### src/rtl/iso_seq_pkg.sv
package iso_seq_pkg;

  typedef enum logic [2:0] {
    KIND_NONE, KIND_ARD, KIND_AWR, KIND_IRD, KIND_IWR, KIND_CAL, KIND_GNT, KIND_RSV
  } kind_e;

  typedef enum logic [2:0] {
    PH_IDLE, PH_ASYNC, PH_ISO_FIRST, PH_ISO_LATE, PH_ISO_RUN
  } phase_e;

  function automatic kind_e decode_status(input logic [2:0] code);
    kind_e k;
    case (code)
      3'b000:  k = KIND_ARD;
      3'b010:  k = KIND_AWR;
      3'b100:  k = KIND_IRD;
      3'b101:  k = KIND_IWR;
      3'b110:  k = KIND_CAL;
      3'b111:  k = KIND_GNT;
      default: k = KIND_RSV;
    endcase
    return k;
  endfunction

  function automatic logic kind_is_iso(input kind_e k);
    return (k == KIND_IRD) || (k == KIND_IWR);
  endfunction

  function automatic logic kind_is_data(input kind_e k);
    return (k == KIND_ARD) || (k == KIND_AWR) || kind_is_iso(k);
  endfunction

  function automatic logic kind_is_write(input kind_e k);
    return (k == KIND_AWR) || (k == KIND_IWR);
  endfunction

  function automatic logic length_bad(input int unsigned len, input int unsigned max_units);
    return (len == 0) || (len > max_units);
  endfunction

  function automatic logic on_gate(input int unsigned idx, input int unsigned gate);
    return (idx % gate) == 0;
  endfunction

endpackage

### src/rtl/iso_status_decode.sv
module iso_status_decode
  import iso_seq_pkg::*;
#(
  parameter int unsigned MAX_UNITS = 8,
  parameter int unsigned LEN_W     = 4
) (
  input  logic [2:0]       status_i,
  input  logic [LEN_W-1:0] len_i,
  output kind_e            kind_o,
  output logic             is_iso_o,
  output logic             is_data_o,
  output logic             is_write_o,
  output logic             is_rsv_o,
  output logic             len_bad_o
);

  always_comb begin
    kind_o     = decode_status(status_i);
    is_iso_o   = kind_is_iso(kind_o);
    is_data_o  = kind_is_data(kind_o);
    is_write_o = kind_is_write(kind_o);
    is_rsv_o   = (kind_o == KIND_RSV);
    len_bad_o  = length_bad(32'(len_i), MAX_UNITS);
  end

endmodule

### src/rtl/iso_beat_counter.sv
module iso_beat_counter
  import iso_seq_pkg::*;
#(
  parameter int unsigned LEN_W     = 4,
  parameter int unsigned GATE_CLKS = 4
) (
  input  logic             clk,
  input  logic             rst_n,
  input  logic             load_i,
  input  logic [LEN_W-1:0] len_i,
  input  logic             step_i,
  output logic [LEN_W-1:0] idx_o,
  output logic             last_o,
  output logic             at_gate_o
);

  logic [LEN_W-1:0] len_q;
  logic [LEN_W-1:0] idx_q;

  always_ff @(posedge clk or negedge rst_n) begin
    if (!rst_n) begin
      len_q <= '0;
      idx_q <= '0;
    end else if (load_i) begin
      len_q <= len_i;
      idx_q <= '0;
    end else if (step_i) begin
      idx_q <= idx_q + 1'b1;
    end
  end

  always_comb begin
    idx_o     = idx_q;
    last_o    = (idx_q == len_q - 1'b1);
    at_gate_o = on_gate(32'(idx_q), GATE_CLKS);
  end

endmodule

### src/rtl/iso_phase_fsm.sv
module iso_phase_fsm
  import iso_seq_pkg::*;
(
  input  logic   clk,
  input  logic   rst_n,
  input  logic   start_i,
  input  logic   is_iso_i,
  input  logic   is_data_i,
  input  logic   is_write_i,
  input  logic   is_rsv_i,
  input  logic   len_bad_i,
  input  logic   irdy_n_i,
  input  logic   trdy_n_i,
  input  logic   rbf_i,
  input  logic   wbf_i,
  input  logic   cal_req_i,
  input  logic   last_i,
  input  logic   at_gate_i,
  output logic   load_o,
  output logic   beat_o,
  output logic   done_o,
  output logic   err_o,
  output logic   cal_gnt_o,
  output logic   busy_o,
  output logic   iso_mode_o,
  output logic   iso_late_o,
  output logic   ready_sel_o
);

  phase_e phase_q, phase_d;
  logic   wr_q, iso_q;
  logic   full_sel, async_ok, accept;

  always_ff @(posedge clk or negedge rst_n) begin
    if (!rst_n) begin
      phase_q <= PH_IDLE;
      wr_q    <= 1'b0;
      iso_q   <= 1'b0;
    end else begin
      phase_q <= phase_d;
      if (load_o) begin
        wr_q  <= is_write_i;
        iso_q <= is_iso_i;
      end
    end
  end

  always_comb begin
    ready_sel_o = wr_q ? !irdy_n_i : !trdy_n_i;
    full_sel    = wr_q ? wbf_i : rbf_i;
    async_ok    = !irdy_n_i && !trdy_n_i && !full_sel;
    accept      = start_i && is_data_i && !len_bad_i;
    phase_d     = phase_q;
    load_o      = 1'b0;
    beat_o      = 1'b0;
    err_o       = 1'b0;
    cal_gnt_o   = 1'b0;
    case (phase_q)
      PH_IDLE: begin
        cal_gnt_o = cal_req_i && !(start_i && is_iso_i);
        err_o     = start_i && (is_rsv_i || (is_data_i && len_bad_i));
        if (accept) begin
          load_o  = 1'b1;
          phase_d = is_iso_i ? PH_ISO_FIRST : PH_ASYNC;
        end
      end
      PH_ASYNC: begin
        beat_o = at_gate_i ? async_ok : 1'b1;
        if (beat_o && last_i) phase_d = PH_IDLE;
      end
      PH_ISO_FIRST: begin
        beat_o = ready_sel_o;
        if (beat_o) phase_d = last_i ? PH_IDLE : PH_ISO_RUN;
        else        phase_d = PH_ISO_LATE;
      end
      PH_ISO_LATE: begin
        beat_o = ready_sel_o;
        if (beat_o) phase_d = last_i ? PH_IDLE : PH_ISO_RUN;
        else begin
          err_o   = 1'b1;
          phase_d = PH_IDLE;
        end
      end
      PH_ISO_RUN: begin
        beat_o = 1'b1;
        if (last_i) phase_d = PH_IDLE;
      end
      default: phase_d = PH_IDLE;
    endcase
    done_o     = beat_o && last_i;
    busy_o     = (phase_q != PH_IDLE);
    iso_mode_o = busy_o && iso_q;
    iso_late_o = (phase_q == PH_ISO_LATE);
  end

endmodule

### src/rtl/iso_phase_seq.sv
module iso_phase_seq
  import iso_seq_pkg::*;
#(
  parameter int unsigned MAX_UNITS = 8,
  parameter int unsigned GATE_CLKS = 4,
  parameter int unsigned LEN_W     = $clog2(MAX_UNITS + 1)
) (
  input  logic             clk,
  input  logic             rst_n,
  input  logic             status_vld_i,
  input  logic [2:0]       status_i,
  input  logic [LEN_W-1:0] len_i,
  input  logic             irdy_n_i,
  input  logic             trdy_n_i,
  input  logic             rbf_i,
  input  logic             wbf_i,
  input  logic             cal_req_i,
  output logic             data_vld_o,
  output logic             done_o,
  output logic             cal_gnt_o,
  output logic             proto_err_o
);

  kind_e            kind;
  logic             is_iso, is_data, is_write, is_rsv, len_bad;
  logic             load, beat, done, err, cal_gnt;
  logic             busy, iso_mode, iso_late, ready_sel;
  logic             last, at_gate;
  logic [LEN_W-1:0] beat_idx;

  iso_status_decode #(.MAX_UNITS(MAX_UNITS), .LEN_W(LEN_W)) u_dec (
    .status_i  (status_i),
    .len_i     (len_i),
    .kind_o    (kind),
    .is_iso_o  (is_iso),
    .is_data_o (is_data),
    .is_write_o(is_write),
    .is_rsv_o  (is_rsv),
    .len_bad_o (len_bad)
  );

  iso_beat_counter #(.LEN_W(LEN_W), .GATE_CLKS(GATE_CLKS)) u_cnt (
    .clk      (clk),
    .rst_n    (rst_n),
    .load_i   (load),
    .len_i    (len_i),
    .step_i   (beat),
    .idx_o    (beat_idx),
    .last_o   (last),
    .at_gate_o(at_gate)
  );

  iso_phase_fsm u_fsm (
    .clk        (clk),
    .rst_n      (rst_n),
    .start_i    (status_vld_i),
    .is_iso_i   (is_iso),
    .is_data_i  (is_data),
    .is_write_i (is_write),
    .is_rsv_i   (is_rsv),
    .len_bad_i  (len_bad),
    .irdy_n_i   (irdy_n_i),
    .trdy_n_i   (trdy_n_i),
    .rbf_i      (rbf_i),
    .wbf_i      (wbf_i),
    .cal_req_i  (cal_req_i),
    .last_i     (last),
    .at_gate_i  (at_gate),
    .load_o     (load),
    .beat_o     (beat),
    .done_o     (done),
    .err_o      (err),
    .cal_gnt_o  (cal_gnt),
    .busy_o     (busy),
    .iso_mode_o (iso_mode),
    .iso_late_o (iso_late),
    .ready_sel_o(ready_sel)
  );

  assign data_vld_o  = beat;
  assign done_o      = done;
  assign cal_gnt_o   = cal_gnt;
  assign proto_err_o = err;

endmodule

### config.mk
export PLATFORM = sky130hd
export DESIGN_NAME = iso_phase_seq
export DESIGN_NICKNAME = d
export VERILOG_FILES = /design/src/rtl/iso_seq_pkg.sv /design/src/rtl/iso_status_decode.sv /design/src/rtl/iso_beat_counter.sv /design/src/rtl/iso_phase_fsm.sv /design/src/rtl/iso_phase_seq.sv
export SDC_FILE = /design/constraint.sdc
export NUM_CORES = 1
export LEC_CHECK = 0
export ABC_AREA = 1
export BUFFER_PORTS_ARGS = -buffer_cell sky130_fd_sc_hd__clkbuf_2
export CAP_MARGIN = 15
export CORE_MARGIN = 3
export CORE_UTILIZATION = 58
export CTS_BUF_LIST = sky130_fd_sc_hd__clkbuf_16
export CTS_CLUSTER_DIAMETER = 30
export DETAILED_ROUTE_END_ITERATION = 7
export PLACE_DENSITY = 0.93
export SLEW_MARGIN = 15
export SYNTH_ARGS = -nofsm -noshare
export SYNTH_HDL_FRONTEND = slang
export SYNTH_SLANG_ARGS = --single-unit
### constraint.sdc
create_clock -name clk -period 2.8 [get_ports clk]
set_input_delay 0.56 -clock clk [delete_from_list [all_inputs] [get_ports clk]]
set_output_delay 0.56 -clock clk [all_outputs]
set_load 0.01 [all_outputs]
==> metrics.json, run 1 <==
{
  "initial_utilization_pct": 62.66,
  "syn-instance-count": 139,
  "synth_area_um2": 965.9,
  "crit_path_max_fanout": 3,
  "post_cts_resize_count": 0,
  "num_io_pins": 19,
  "timing.clock.skew_ns": 0.001375,
  "drt-initial-drc-count": 52,
  "synth_top_flop_cell": "sky130_fd_sc_hd__dfrtp_1",
  "post_synthesis_simple_gate_area_fraction_pct": 41.84,
  "cp_common_cell": "sky130_fd_sc_hd__nand2_1",
  "worst-setup-path-type": "reg2out",
  "area_delta_synth_final_pct": 18.00,
  "post-route-min-period_ns": 2.410,
  "yosys-top-cells-count": "43 x sky130_fd_sc_hd__nand2_1, 14 x sky130_fd_sc_hd__inv_1, 14 x sky130_fd_sc_hd__nand3_1",
  "grt_setup_unrepaired": "false",
  "cts-htree-levels": 1,
  "leak_pwr_nw": 0.6331,
  "cellPowerDensity_nw_per_um2": 1164,
  "synth.area.top_cells": "sky130_fd_sc_hd__dfrtp_1 31%, sky130_fd_sc_hd__nand2_1 17%, sky130_fd_sc_hd__nand3_1 7.3%",
  "final_setup_vio_count": 0,
  "timing.hold.worst.class": "in2async",
  "synth-compound-area-share_pct": 10.88,
  "peakVddDrop_uv": 608.2,
  "clk_latency_ns": 0.24,
  "via_count_of_the_first_global_routing_pass": 956,
  "worstPathRequired_ns": 2.24,
  "antennaDiodeCount": 0,
  "post_synth_fa_ha_maj_area_fraction_pct": 3.886,
  "design.die.area_um2": 2191,
  "drive_gt1_share_pct": 29.38,
  "slew-limit-headroom_pct": 77.65,
  "synth_seq_cells": 12,
  "asyncSetResetFlopFracSynth_pct": 100.0,
  "cts-hold-fix-buffers": 0,
  "gpl.final_weighted_congestion": 0.8189,
  "dieWidth_um": 46.81,
  "global_route_wire_length_before_repair_mm": 4.209,
  "fp-row-count": 14,
  "ys_seq_area_share_pct": 31.09,
  "synthDominantAreaCellType": "sky130_fd_sc_hd__dfrtp_1",
  "critical_path.n_buffers_inverters": 3,
  "postRouteAntennaNets": 0,
  "groute.usage.overall_pct": 27.69,
  "detail_route.wl_per_cell_um": 14.52,
  "totalWireLength_mm": 2.556,
  "initial_antenna_violation_count": 0,
  "grt_start_max_net_pins": 13,
  "numClockSinks": 12,
  "fin_setup_tns_ns": 0,
  "vias": 990,
  "numCtsBuffers": 3,
  "syn_avg_cell_area_um2": 6.949,
  "synth-xor-area-share_pct": 1.813,
  "avgViaCountPerCell": 5.625,
  "main_combinational_cell_family_by_area_after_synthesis": "simple AND/OR/NAND/NOR gates",
  "hold_violations": 0,
  "max_stage_delay_ns": 0.39,
  "die-height_um": 46.81,
  "synth_enable_flop_cells": 0,
  "number_of_search_and_repair_iterations_in_the_first_detailed_routing_pass": 4,
  "family_with_the_most_delay_on_the_worst_path": "simple AND/OR/NAND/NOR gates",
  "worstSetupStartpointType": "register",
  "synth_most_common_cell": "sky130_fd_sc_hd__nand2_1",
  "clk_pin_slew_worst_paths_ns": 0.05,
  "netlist.area_leader.share_pct": 31.09,
  "num-nets-final": 179,
  "tightest_slew_ns": 0.3353,
  "max_cap_viols": 0,
  "syn_nets": 157,
  "post_synth_num_cell_types": 26,
  "critPathSlowestCell": "sky130_fd_sc_hd__dfrtp_1",
  "final_min_period_over_clock_period_pct": 86.08,
  "synth_warnings": 0,
  "type_of_element_capturing_the_critical_path": "output pin",
  "fmax_mhz": 414.9,
  "cts_tree": "done",
  "final_core_utilization_pct": 73.94,
  "synthMuxAreaShare_pct": 0,
  "core_area_um2": 1541,
  "cts_max_path_buffers": 2,
  "clockRootBuffer": "sky130_fd_sc_hd__clkbuf_16",
  "drc_errors": 0,
  "timing.final.max_slew_violations": 0,
  "dp.final_hpwl_mm": 1.652,
  "cts.repair_timing.setup_buffer_count": 0,
  "worstPathCellList": "inv_1, ha_1, inv_1, nand2_1, nand2_1, nand2_1, nand2_1, nor2_1, nand2_1, a31oi_1, clkbuf_2",
  "overflow": 0,
  "status": "completed",
  "timing.critical_path.arrival_ns": 1.85,
  "placement.io_buffers": 18
}
==> layer usage <==
layer / part of all wire (%) / wire, µm / GRT usage [%] / vias up
met5: 0 / 0 / 0 / -
met4: 4.7 / 119 / 15.47 / 0
met3: 5.0 / 129 / 4.598 / 14
met2: 52 / 1331 / 49.05 / 50
met1: 38 / 975 / 31.13 / 443
li1: - / - / - / 483
==> report_power, final <==
part,switching (W),internal (W),total (W)
combinational,0.000451,0.000258,0.000709
clock,0.0000837,0.000189,0.000273
sequential,0.0000936,0.000251,0.000345
total,0.000628,0.000699,0.00133
==> logic make-up (layout without fill, tap and decap cells) <==
logic type,after synthesis,in the layout
adders and majority gates,3,3
and+or+nand+nor,83,83
xor gates and xnor gates,2,2
AOI/OAI and AO/OA,15,15
DFF,12,12
buffers and inverters,24,45
==> cell usage in the layout, fill, tap and decap left out, types with 2 or more instances in the layout <==
cell,instances
sky130_fd_sc_hd__ha_1,3
sky130_fd_sc_hd__inv_1,14
sky130_fd_sc_hd__nand3_1,14
sky130_fd_sc_hd__nand2_2,4
sky130_fd_sc_hd__clkbuf_16,3
sky130_fd_sc_hd__nor2_1,12
sky130_fd_sc_hd__nand2_1,43
sky130_fd_sc_hd__xor2_1,2
sky130_fd_sc_hd__inv_2,9
sky130_fd_sc_hd__clkbuf_2,18
sky130_fd_sc_hd__o21ai_0,4
sky130_fd_sc_hd__o21ai_2,6
sky130_fd_sc_hd__nor3_1,2
sky130_fd_sc_hd__dfrtp_1,12
==> sequential cells by signal (all words and copies together) (netlist names) <==
register       count
u_fsm.phase_q      3
u_cnt.len_q        4
u_fsm.wr_q         1
u_cnt.idx_o        4
==> cell type report <==
| class | count | area, µm² |
|---|---|---|
| Clock inverter | 1 | 3.754 |
| Inverter | 23 | 86.33 |
| Timing Repair Buffer | 18 | 90.09 |
| Fill cell | 114 | 401.6 |
| Tap cell | 16 | 20.02 |
| Sequential cell | 12 | 300.3 |
| Clock buffer | 3 | 75.07 |
| Multi-Input combinational cell | 103 | 564.3 |
==> worst paths after layout <==
path	start	to	slack [ns]	depth (start not counted)
min reg2reg	u_cnt.idx_o[3]$_DFFE_PN0P_	u_cnt.idx_o[3]$_DFFE_PN0P_	0.53	2
max	u_cnt.len_q[1]$_DFFE_PN0P_	done_o	0.39	11
min in group clk	u_cnt.idx_o[3]$_DFFE_PN0P_	u_cnt.idx_o[3]$_DFFE_PN0P_	0.53	2
min	rst_n	u_fsm.phase_q[1]$_DFFE_PN0P_	0.21	1
max reg2reg	u_cnt.len_q[1]$_DFFE_PN0P_	u_fsm.phase_q[0]$_DFFE_PN0P_	1.16	13
max in group asynchronous	rst_n	u_cnt.len_q[1]$_DFFE_PN0P_	2.34	1
==> stage by stage <==
stage               worst slack (ns)  hold slack (ns)  area, µm²  std cells  total power [W]
detailed placement            0.7819           0.4651       1061        172         0.001002
floorplan                     0.9144           0.2644      965.9        139        0.0008616
CTS                           0.4402           0.2119       1140        176         0.001311
global placement              0.7947           0.4622       1061        172        0.0009694
global route                  0.2189           0.2235       1140        176         0.001430
finish                        0.3899           0.2076       1140        176         0.001327
(Power assumes the default switching activity.)
==> run 2, diff against run 1 <==
--- a/config.mk
+++ b/config.mk
@@ -9,11 +9,11 @@
 export BUFFER_PORTS_ARGS = -buffer_cell sky130_fd_sc_hd__clkbuf_2
 export CAP_MARGIN = 15
 export CORE_MARGIN = 3
-export CORE_UTILIZATION = 58
+export CORE_UTILIZATION = 53
 export CTS_BUF_LIST = sky130_fd_sc_hd__clkbuf_16
 export CTS_CLUSTER_DIAMETER = 30
 export DETAILED_ROUTE_END_ITERATION = 7
-export PLACE_DENSITY = 0.93
+export PLACE_DENSITY = 0.87
 export SLEW_MARGIN = 15
 export SYNTH_ARGS = -nofsm -noshare
 export SYNTH_HDL_FRONTEND = slang
==> constraint.sdc (replaced) <==
create_clock -name clk -period 2.5 [get_ports clk]
set_input_delay 0.5 -clock clk [delete_from_list [all_inputs] [get_ports clk]]
set_output_delay 0.5 -clock clk [all_outputs]
set_load 0.01 [all_outputs]
==> metrics.json, run 2 (synthesis results as in run 1) <==
{
  "status": {"value": "completed", "change": "unchanged"},
  "slew-limit-headroom": {"value": 78.88, "unit": "%", "change": "was 77.65%"},
  "worstReg2RegEnd": {"value": "u_fsm.phase_q[0]$_DFFE_PN0P_", "change": "unchanged"},
  "grt_start_max_net_pins": {"value": 13, "change": "unchanged"},
  "crit_path_capture": {"value": "done_o", "change": "unchanged"},
  "switchingPower": {"value": 0.0006321, "unit": "W", "change": "was 0.0006282 W"},
  "cp_common_cell": {"value": "sky130_fd_sc_hd__nand2_1", "change": "unchanged"},
  "timing.hold.worst.class": {"value": "in2async", "change": "unchanged"},
  "totalWireLength": {"value": 1.925, "unit": "mm", "change": "was 2.556 mm"},
  "avgViaCountPerCell": {"value": 5.033, "change": "was 5.625"},
  "timing.hold.ws": {"value": 0.1404, "unit": "ns", "change": "was 0.2076 ns"},
  "type_of_element_capturing_the_critical_path": {"value": "output pin", "change": "unchanged"},
  "power.combinational.fraction": {"value": 53.0, "unit": "%", "change": "was 53.5%"},
  "antennaDiodeCount": {"value": 0, "change": "unchanged"},
  "worstPathCellList": {"value": "inv_2, ha_1, xor2_1, nand2_1, nor2_1, nand2_1, a31oi_1, clkbuf_2", "change": "was inv_1, ha_1, inv_1, nand2_1, nand2_1, nand2_1, nand2_1, nor2_1, nand2_1, a31oi_1, clkbuf_2"},
  "most-common-layout-cells": {"value": "43 x sky130_fd_sc_hd__nand2_1, 18 x sky130_fd_sc_hd__clkbuf_2, 14 x sky130_fd_sc_hd__inv_1, 14 x sky130_fd_sc_hd__nand3_1", "change": "unchanged"},
  "number_of_search_and_repair_iterations_in_the_first_detailed_routing_pass": {"value": 4, "change": "unchanged"},
  "dp.final_hpwl": {"value": 1.552, "unit": "mm", "change": "was 1.652 mm"},
  "leak_pwr": {"value": 0.6316, "unit": "nW", "change": "was 0.6331 nW"},
  "fin_setup_tns": {"value": 0, "unit": "ns", "change": "unchanged"},
  "crit_path_max_fanout": {"value": 4, "change": "was 3"},
  "overflow": {"value": 0, "change": "unchanged"},
  "hold_violations": {"value": 0, "change": "unchanged"},
  "area_delta_synth_final": {"value": 18.65, "unit": "%", "change": "was 18.00%"},
  "initial_utilization": {"value": 59.94, "unit": "%", "change": "was 62.66%"},
  "drt-initial-drc-count": {"value": 9, "change": "was 52"},
  "design.die.area": {"value": 2371, "unit": "µm²", "change": "was 2191 µm²"},
  "cts.repair_timing.setup_buffer_count": {"value": 0, "change": "unchanged"},
  "worst-setup-path-type": {"value": "reg2out", "change": "unchanged"},
  "power.switching_fraction": {"value": 44.86, "unit": "%", "change": "was 47.34%"},
  "clk_latency": {"value": 0.24, "unit": "ns", "change": "about the same"},
  "drc_errors": {"value": 0, "change": "unchanged"},
  "nFillCells": {"value": 135, "change": "was 114"},
  "max_stage_delay": {"value": 0.37, "unit": "ns", "change": "was 0.39 ns"},
  "peakVddDrop": {"value": 792.8, "unit": "µV", "change": "was 608.2 µV"},
  "seq_power_share": {"value": 26.9, "unit": "%", "change": "was 26.0%"},
  "worstPathRequired": {"value": 2.00, "unit": "ns", "change": "was 2.24 ns"},
  "detail_route.wl_per_cell": {"value": 10.52, "unit": "µm", "change": "was 14.52 µm"},
  "power.share.clock": {"value": 20.1, "unit": "%", "change": "was 20.5%"},
  "layout_commonest_cell": {"value": "sky130_fd_sc_hd__nand2_1", "change": "unchanged"},
  "ff2ff_path_depth": {"value": 10, "change": "was 13"},
  "fmax_mhz": 439.8,
  "regToRegStartpoint": {"value": "u_cnt.len_q[0]$_DFFE_PN0P_", "change": "was u_cnt.len_q[1]$_DFFE_PN0P_"},
  "layout.area.seq": {"value": 300.3, "unit": "µm²", "change": "unchanged"},
  "numCtsBuffers": {"value": 3, "change": "unchanged"},
  "dieWidth": {"value": 48.69, "unit": "µm", "change": "was 46.81 µm"},
  "dpl_cell_area": {"value": 1071, "unit": "µm²", "change": "was 1061 µm²"},
  "post_cts_resize_count": {"value": 0, "change": "unchanged"},
  "max_cap_viols": {"value": 0, "change": "unchanged"},
  "finalPower": {"value": 0.001409, "unit": "W", "change": "was 0.001327 W"},
  "groute.usage.overall": {"value": 18.55, "unit": "%", "change": "was 27.69%"},
  "initial_antenna_violation_count": {"value": 0, "change": "unchanged"},
  "critPathLaunch": {"value": "u_cnt.len_q[0]$_DFFE_PN0P_", "change": "was u_cnt.len_q[1]$_DFFE_PN0P_"},
  "post-route-min-period_ns": 2.274,
  "tightest_slew": {"value": 0.3150, "unit": "ns", "change": "was 0.3353 ns"},
  "cts-hold-fix-buffers": {"value": 0, "change": "unchanged"},
  "placement.io_buffers": {"value": 18, "change": "unchanged"},
  "multi_input_area": {"value": 564.3, "unit": "µm²", "change": "unchanged"},
  "drive_gt1_share": {"value": 29.56, "unit": "%", "change": "was 29.38%"},
  "timing.clock.skew": {"value": 0.003378, "unit": "ns", "change": "was 0.001375 ns"},
  "num_io_pins": {"value": 19, "change": "unchanged"},
  "gpl.final_weighted_congestion": {"value": 0.8503, "change": "was 0.8189"},
  "via_count_of_the_first_global_routing_pass": {"value": 892, "change": "was 956"},
  "timing.final.max_slew_violations": {"value": 0, "change": "unchanged"},
  "num-nets-final": {"value": 179, "change": "unchanged"},
  "die-height": {"value": 48.69, "unit": "µm", "change": "was 46.81 µm"},
  "worstSetupStartpointType": {"value": "register", "change": "unchanged"},
  "cellPowerDensity": {"value": 1229, "unit": "nW/µm²", "change": "was 1164 nW/µm²"},
  "postRouteAntennaNets": {"value": 0, "change": "unchanged"},
  "cts-htree-levels": {"value": 1, "change": "unchanged"},
  "timing.critical_path.arrival": {"value": 1.77, "unit": "ns", "change": "was 1.85 ns"},
  "core_area": {"value": 1612, "unit": "µm²", "change": "was 1541 µm²"},
  "worst_case_register_to_register_setup_slack": {"value": 0.96, "unit": "ns", "change": "was 1.16 ns"},
  "final_setup_vio_count": {"value": 0, "change": "unchanged"},
  "final_min_period_over_clock_period_pct": 90.96,
  "clk_pin_slew_worst_paths": {"value": 0.04, "unit": "ns", "change": "was 0.05 ns"},
  "numClockSinks": {"value": 12, "change": "unchanged"},
  "grt_setup_unrepaired": {"value": "false", "change": "unchanged"},
  "vias": {"value": 921, "change": "was 990"},
  "postLayoutCellArea": {"value": 1146, "unit": "µm²", "change": "was 1140 µm²"},
  "fp-row-count": {"value": 14, "change": "unchanged"},
  "cts_max_path_buffers": {"value": 2, "change": "unchanged"},
  "global_route_wire_length_before_repair": {"value": 3.546, "unit": "mm", "change": "was 4.209 mm"},
  "cts_tree": {"value": "done", "change": "unchanged"},
  "critPathSlowestCell": {"value": "sky130_fd_sc_hd__dfrtp_1", "change": "unchanged"},
  "p_int": {"value": 0.0007769, "unit": "W", "change": "was 0.0006988 W"},
  "clockRootBuffer": {"value": "sky130_fd_sc_hd__clkbuf_16", "change": "unchanged"}
}
run 2: cell count changes in the layout (fill, tap and decap cells not counted):
cell	change
sky130_fd_sc_hd__clkinv_1	-1
run 2: worst min-delay path by stage:
stage           from                            to  slack, ns
2_1_floorplan  rst_n    u_cnt.idx_o[0]$_DFFE_PN0P_       0.20
3_3_place_gp   rst_n  u_fsm.phase_q[0]$_DFFE_PN0P_       0.40
3_5_place_dp   rst_n  u_fsm.phase_q[0]$_DFFE_PN0P_       0.40
4_1_cts        rst_n  u_fsm.phase_q[0]$_DFFE_PN0P_       0.15
5_1_grt        rst_n  u_fsm.phase_q[0]$_DFFE_PN0P_       0.16
6_report       rst_n  u_fsm.phase_q[2]$_DFFE_PN0P_       0.14
run 2: layer usage:
layer | vias up | wire length, µm | share of wire (%) | global-route usage (%)
li1 | 482 | - | - | -
met1 | 420 | 873 | 45 | 21.69
met2 | 17 | 969 | 50 | 32.58
met3 | 2 | 78 | 4.1 | 5.215
met4 | 0 | 3 | 0.16 | 5.687
met5 | - | 0 | 0 | 0
run 2: power by group through the flow:
stage	clock network, W	registers [W]	logic [W]
6_report	0.000283	0.000379	0.000746
5_1_grt	0.000303	0.000394	0.000869
4_1_cts	0.000288	0.000379	0.000753
3_5_place_dp	0	0.000381	0.000733
3_3_place_gp	0	0.000377	0.000713
2_1_floorplan	0	0.000361	0.000604
run 2: through the flow:
step | util [%] | setup slack, ns | cells
6_report | 71.12 | 0.2261 | 183
4_1_cts | 71.12 | 0.2019 | 183
5_1_grt | 71.12 | 0.05731 | 183
3_3_place_gp | 66.46 | 0.5833 | 180
2_1_floorplan | - | 0.6744 | 139
3_5_place_dp | 66.46 | 0.5213 | 180
run 2: final cells by class:
class / count / area share (%)
Multi-Input combinational cell: 103 / 49.24
Tap cell: 24 / 2.620
Timing Repair Buffer: 18 / 7.860
Clock buffer: 3 / 6.550
Sequential cell: 12 / 26.20
Inverter: 23 / 7.533
run 2: critical path: cells and delay by family, from the launching register on:
family	cells	cell delay [ns]
xor gates and xnor gates	1	0.13
and+or+nand+nor	3	0.35
adders and majority gates	1	0.30
buffers and inverters	2	0.22
AOI/OAI and AO/OA	1	0.16
DFF	1	0.37
==> run 3, diff against run 2 <==
--- a/config.mk
+++ b/config.mk
@@ -5,11 +5,10 @@
 export SDC_FILE = /design/constraint.sdc
 export NUM_CORES = 1
 export LEC_CHECK = 0
-export ABC_AREA = 1
 export BUFFER_PORTS_ARGS = -buffer_cell sky130_fd_sc_hd__clkbuf_2
 export CAP_MARGIN = 15
 export CORE_MARGIN = 3
-export CORE_UTILIZATION = 53
+export CORE_UTILIZATION = 52
 export CTS_BUF_LIST = sky130_fd_sc_hd__clkbuf_16
 export CTS_CLUSTER_DIAMETER = 30
 export DETAILED_ROUTE_END_ITERATION = 7
==> metrics.json, run 3 <==
{
  "grt_start_max_net_pins": {"value": 13, "change": "unchanged"},
  "cts.repair_timing.setup_buffer_count": {"value": 0, "change": "unchanged"},
  "numClockSinks": {"value": 12, "change": "unchanged"},
  "area_delta_synth_final": {"value": 21.07, "unit": "%", "change": "was 18.65%"},
  "max_cap_viols": {"value": 0, "change": "unchanged"},
  "core_area": {"value": 1541, "unit": "µm²", "change": "was 1612 µm²"},
  "detail_route.wl_per_cell": {"value": 14.62, "unit": "µm", "change": "was 10.52 µm"},
  "dp.final_hpwl": {"value": 1.386, "unit": "mm", "change": "was 1.552 mm"},
  "synth_warnings": {"value": 0, "change": "unchanged"},
  "fp-row-count": {"value": 14, "change": "unchanged"},
  "hold_violations": {"value": 0, "change": "unchanged"},
  "nFillCells": {"value": 125, "change": "was 135"},
  "fmax": {"value": 423.1, "unit": "MHz", "change": "was 439.8 MHz"},
  "via_count_of_the_first_global_routing_pass": {"value": 647, "change": "was 892"},
  "post_synth_num_cell_types": {"value": 34, "change": "was 26"},
  "cts_max_path_buffers": {"value": 2, "change": "unchanged"},
  "number_of_search_and_repair_iterations_in_the_first_detailed_routing_pass": {"value": 4, "change": "unchanged"},
  "synth_top_flop_cell": {"value": "sky130_fd_sc_hd__dfrtp_1", "change": "unchanged"},
  "die-height": {"value": 46.84, "unit": "µm", "change": "was 48.69 µm"},
  "asyncSetResetFlopFracSynth": {"value": 100.0, "unit": "%", "change": "unchanged"},
  "final-instance-count-excl-fill": {"value": 125, "change": "was 183"},
  "cts_tree": {"value": "done", "change": "unchanged"},
  "grt_setup_unrepaired": {"value": "false", "change": "unchanged"},
  "dp.cells": {"value": 121, "change": "was 180"},
  "postRouteAntennaNets": {"value": 0, "change": "unchanged"},
  "layout_commonest_cell": {"value": "sky130_fd_sc_hd__clkbuf_2", "change": "was sky130_fd_sc_hd__nand2_1"},
  "timing.critical_path.arrival": {"value": 1.86, "unit": "ns", "change": "was 1.77 ns"},
  "syn_avg_cell_area": {"value": 9.853, "unit": "µm²", "change": "was 6.949 µm²"},
  "critPathLaunch": {"value": "u_fsm.phase_q[1]$_DFFE_PN0P_", "change": "was u_cnt.len_q[0]$_DFFE_PN0P_"},
  "cellPowerDensity": {"value": 1173, "unit": "nW/µm²", "change": "was 1229 nW/µm²"},
  "synthDominantAreaCellType": {"value": "sky130_fd_sc_hd__dfrtp_1", "change": "unchanged"},
  "numCtsBuffers": {"value": 3, "change": "unchanged"},
  "timing.final.max_slew_violations": {"value": 0, "change": "unchanged"},
  "netlist.area_leader.share": {"value": 34.63, "unit": "%", "change": "was 31.09%"},
  "synth.area.top_cells": {"value": "sky130_fd_sc_hd__dfrtp_1 35%, sky130_fd_sc_hd__mux2_4 6.9%, sky130_fd_sc_hd__mux2i_1 5.8%", "change": "was sky130_fd_sc_hd__dfrtp_1 31%, sky130_fd_sc_hd__nand2_1 17%, sky130_fd_sc_hd__nand3_1 7.3%"},
  "clk_latency": {"value": 0.24, "unit": "ns", "change": "about the same"},
  "global_route_wire_length_before_repair": {"value": 2.808, "unit": "mm", "change": "was 3.546 mm"},
  "avgViaCountPerCell": {"value": 6.008, "change": "was 5.033"},
  "final_core_utilization": {"value": 68.10, "unit": "%", "change": "was 71.12%"},
  "met1_resource_use_gr": {"value": 23.53, "unit": "%", "change": "was 21.69%"},
  "totalWireLength": {"value": 1.827, "unit": "mm", "change": "was 1.925 mm"},
  "synth_area": {"value": 867.1, "unit": "µm²", "change": "was 965.9 µm²"},
  "initial_antenna_violation_count": {"value": 0, "change": "unchanged"},
  "antennaDiodeCount": {"value": 0, "change": "unchanged"},
  "overflow": {"value": 0, "change": "unchanged"},
  "type_of_element_capturing_the_critical_path": {"value": "output pin", "change": "unchanged"},
  "multi_input_area": {"value": 523.0, "unit": "µm²", "change": "was 564.3 µm²"},
  "clk_pin_slew_worst_paths": {"value": 0.04, "unit": "ns", "change": "about the same"},
  "timing.clock.skew": {"value": 0.001085, "unit": "ns", "change": "was 0.003378 ns"},
  "leak_pwr": {"value": 0.5201, "unit": "nW", "change": "was 0.6316 nW"},
  "most-common-layout-cells": {"value": "18 x sky130_fd_sc_hd__clkbuf_2, 12 x sky130_fd_sc_hd__dfrtp_1, 10 x sky130_fd_sc_hd__inv_1, 7 x sky130_fd_sc_hd__o21ai_0", "change": "was 43 x sky130_fd_sc_hd__nand2_1, 18 x sky130_fd_sc_hd__clkbuf_2, 14 x sky130_fd_sc_hd__inv_1, 14 x sky130_fd_sc_hd__nand3_1"},
  "worstSetupStartpointType": {"value": "register", "change": "unchanged"},
  "syn-instance-count": {"value": 88, "change": "was 139"},
  "placement.io_buffers": {"value": 18, "change": "unchanged"},
  "num_io_pins": {"value": 19, "change": "unchanged"},
  "groute.usage.overall": {"value": 18.73, "unit": "%", "change": "was 18.55%"},
  "ys_seq_area_share": {"value": 34.63, "unit": "%", "change": "was 31.09%"},
  "vias": {"value": 751, "change": "was 921"},
  "final_setup_vio_count": {"value": 0, "change": "unchanged"},
  "yosys-top-cells-count": {"value": "12 x sky130_fd_sc_hd__dfrtp_1, 10 x sky130_fd_sc_hd__inv_1, 7 x sky130_fd_sc_hd__o21ai_0", "change": "was 43 x sky130_fd_sc_hd__nand2_1, 14 x sky130_fd_sc_hd__inv_1, 14 x sky130_fd_sc_hd__nand3_1"},
  "met3_usage_in_global_routing": {"value": 5.364, "unit": "%", "change": "was 5.215%"},
  "syn_nets": {"value": 106, "change": "was 157"},
  "design.die.area": {"value": 2194, "unit": "µm²", "change": "was 2371 µm²"},
  "tightest_slew": {"value": 0.3600, "unit": "ns", "change": "was 0.3150 ns"},
  "worstPathRequired": {"value": 2.00, "unit": "ns", "change": "about the same"},
  "fin_setup_tns": {"value": 0, "unit": "ns", "change": "unchanged"},
  "synth_enable_flop_cells": {"value": 0, "change": "unchanged"},
  "peakVddDrop": {"value": 504.0, "unit": "µV", "change": "was 792.8 µV"},
  "clockRootBuffer": {"value": "sky130_fd_sc_hd__clkbuf_16", "change": "unchanged"},
  "gpl.final_weighted_congestion": {"value": 0.8832, "change": "was 0.8503"},
  "cts-htree-levels": {"value": 1, "change": "unchanged"},
  "drc_errors": {"value": 0, "change": "unchanged"},
  "drt-initial-drc-count": {"value": 30, "change": "was 9"},
  "globalRoute.busiestLayer": {"value": "met2", "change": "unchanged"},
  "drive_gt1_share": {"value": 28.44, "unit": "%", "change": "was 29.56%"},
  "crit_path_max_fanout": {"value": 8, "change": "was 4"},
  "regToRegStartpoint": {"value": "u_fsm.phase_q[1]$_DFFE_PN0P_", "change": "was u_cnt.len_q[0]$_DFFE_PN0P_"},
  "cts-hold-fix-buffers": {"value": 0, "change": "unchanged"},
  "initial_utilization": {"value": 56.25, "unit": "%", "change": "was 59.94%"},
  "dieWidth": {"value": 46.84, "unit": "µm", "change": "was 48.69 µm"},
  "timing.hold.worst.class": {"value": "in2async", "change": "unchanged"},
  "layout.area.seq": {"value": 300.3, "unit": "µm²", "change": "unchanged"},
  "slew-limit-headroom": {"value": 75.84, "unit": "%", "change": "was 78.88%"},
  "worst-setup-path-type": {"value": "reg2out", "change": "unchanged"},
  "status": {"value": "completed", "change": "unchanged"},
  "global_route.usage.met2": {"value": 28.46, "unit": "%", "change": "was 32.58%"},
  "synth_most_common_cell": {"value": "sky130_fd_sc_hd__dfrtp_1", "change": "was sky130_fd_sc_hd__nand2_1"},
  "num-nets-final": {"value": 128, "change": "was 179"},
  "post-route-min-period": {"value": 2.363, "unit": "ns", "change": "was 2.274 ns"},
  "final_min_period_over_clock_period": {"value": 94.54, "unit": "%", "change": "was 90.96%"},
  "post_cts_resize_count": {"value": 0, "change": "unchanged"},
  "synth_seq_cells": {"value": 12, "change": "unchanged"}
}
[run 3: cell types whose count changed after synthesis, moves of 4 or more]
cell	previous run	this run
sky130_fd_sc_hd__nand2_1	43	5
sky130_fd_sc_hd__nand3_1	14	4
sky130_fd_sc_hd__nor2_1	12	2
sky130_fd_sc_hd__inv_2	9	0
sky130_fd_sc_hd__o21ai_2	6	0
sky130_fd_sc_hd__mux2i_1	0	5
sky130_fd_sc_hd__inv_1	14	10
sky130_fd_sc_hd__mux2_4	0	4
sky130_fd_sc_hd__nand2_2	4	0
sky130_fd_sc_hd__o21ai_1	1	5
[run 3: layout make-up]
type	instances	area share [%]
clock buffers	3	7.151
clock inverters	1	0.3576
inverters	10	3.576
multi-input cells	65	49.82
flip-flops and latches	12	28.61
well taps	16	1.907
repair buffers	18	8.582
[run 3: cell families after synthesis]
group / Yosys count / share of synthesized area, %
XOR/XNOR: 5 / 6.783
buffers and inverters: 11 / 5.628
AND/OR/NAND/NOR: 24 / 16.45
adder cells (fa/ha/maj): 3 / 4.329
multiplexers: 11 / 15.30
flip-flops: 12 / 34.63
AO/OA/AOI/OAI: 22 / 16.88
[run 3: worst paths after layout]
path                       cells after the start  slack (ns)                      endpoint
max in group asynchronous                      1        2.13  u_fsm.phase_q[2]$_DFFE_PN0P_
max reg2reg                                    4        0.84    u_cnt.len_q[3]$_DFFE_PN0P_
max                                            5        0.14                        done_o
min                                            1        0.14    u_cnt.idx_o[1]$_DFFE_PN0P_
min reg2reg                                    1        0.50    u_cnt.idx_o[2]$_DFFE_PN0P_
min in group clk                               1        0.50    u_cnt.idx_o[2]$_DFFE_PN0P_
[run 3: worst max-delay path: stages (launching register included)]
cell	delay, ns
sky130_fd_sc_hd__dfrtp_1	0.46
sky130_fd_sc_hd__or4b_1	0.51
sky130_fd_sc_hd__o32ai_2	0.16
sky130_fd_sc_hd__o21ai_1	0.21
sky130_fd_sc_hd__nor2_1	0.15
sky130_fd_sc_hd__clkbuf_2	0.14
[run 3: where the power goes]
part / internal, W / total [W] / switching [W]
registers: 0.000276 / 0.000372 / 0.0000964
logic: 0.000298 / 0.000562 / 0.000264
clock network: 0.000211 / 0.000297 / 0.0000866
total: 0.000784 / 0.00123 / 0.000447
[run 3: routing by layer]
metal / share of wire (%) / up-vias
met5: 0 / -
met4: 2.3 / 0
met3: 7.1 / 6
met2: 48 / 32
met1: 42 / 354
li1: - / 359
[run 3: per-stage QoR]
step / worst slack, ns / hold slack (ns) / power, W / instance area [µm²]
after CTS: 0.1230 / 0.1492 / 0.001223 / 1045
after floorplan: 0.4454 / 0.2044 / 0.0007874 / 867.1
after global routing: 0.05308 / 0.1583 / 0.001317 / 1050
after detailed placement: 0.2007 / 0.4057 / 0.0009169 / 965.9
after global placement: 0.2678 / 0.3931 / 0.0008932 / 965.9
final: 0.1365 / 0.1363 / 0.001231 / 1050
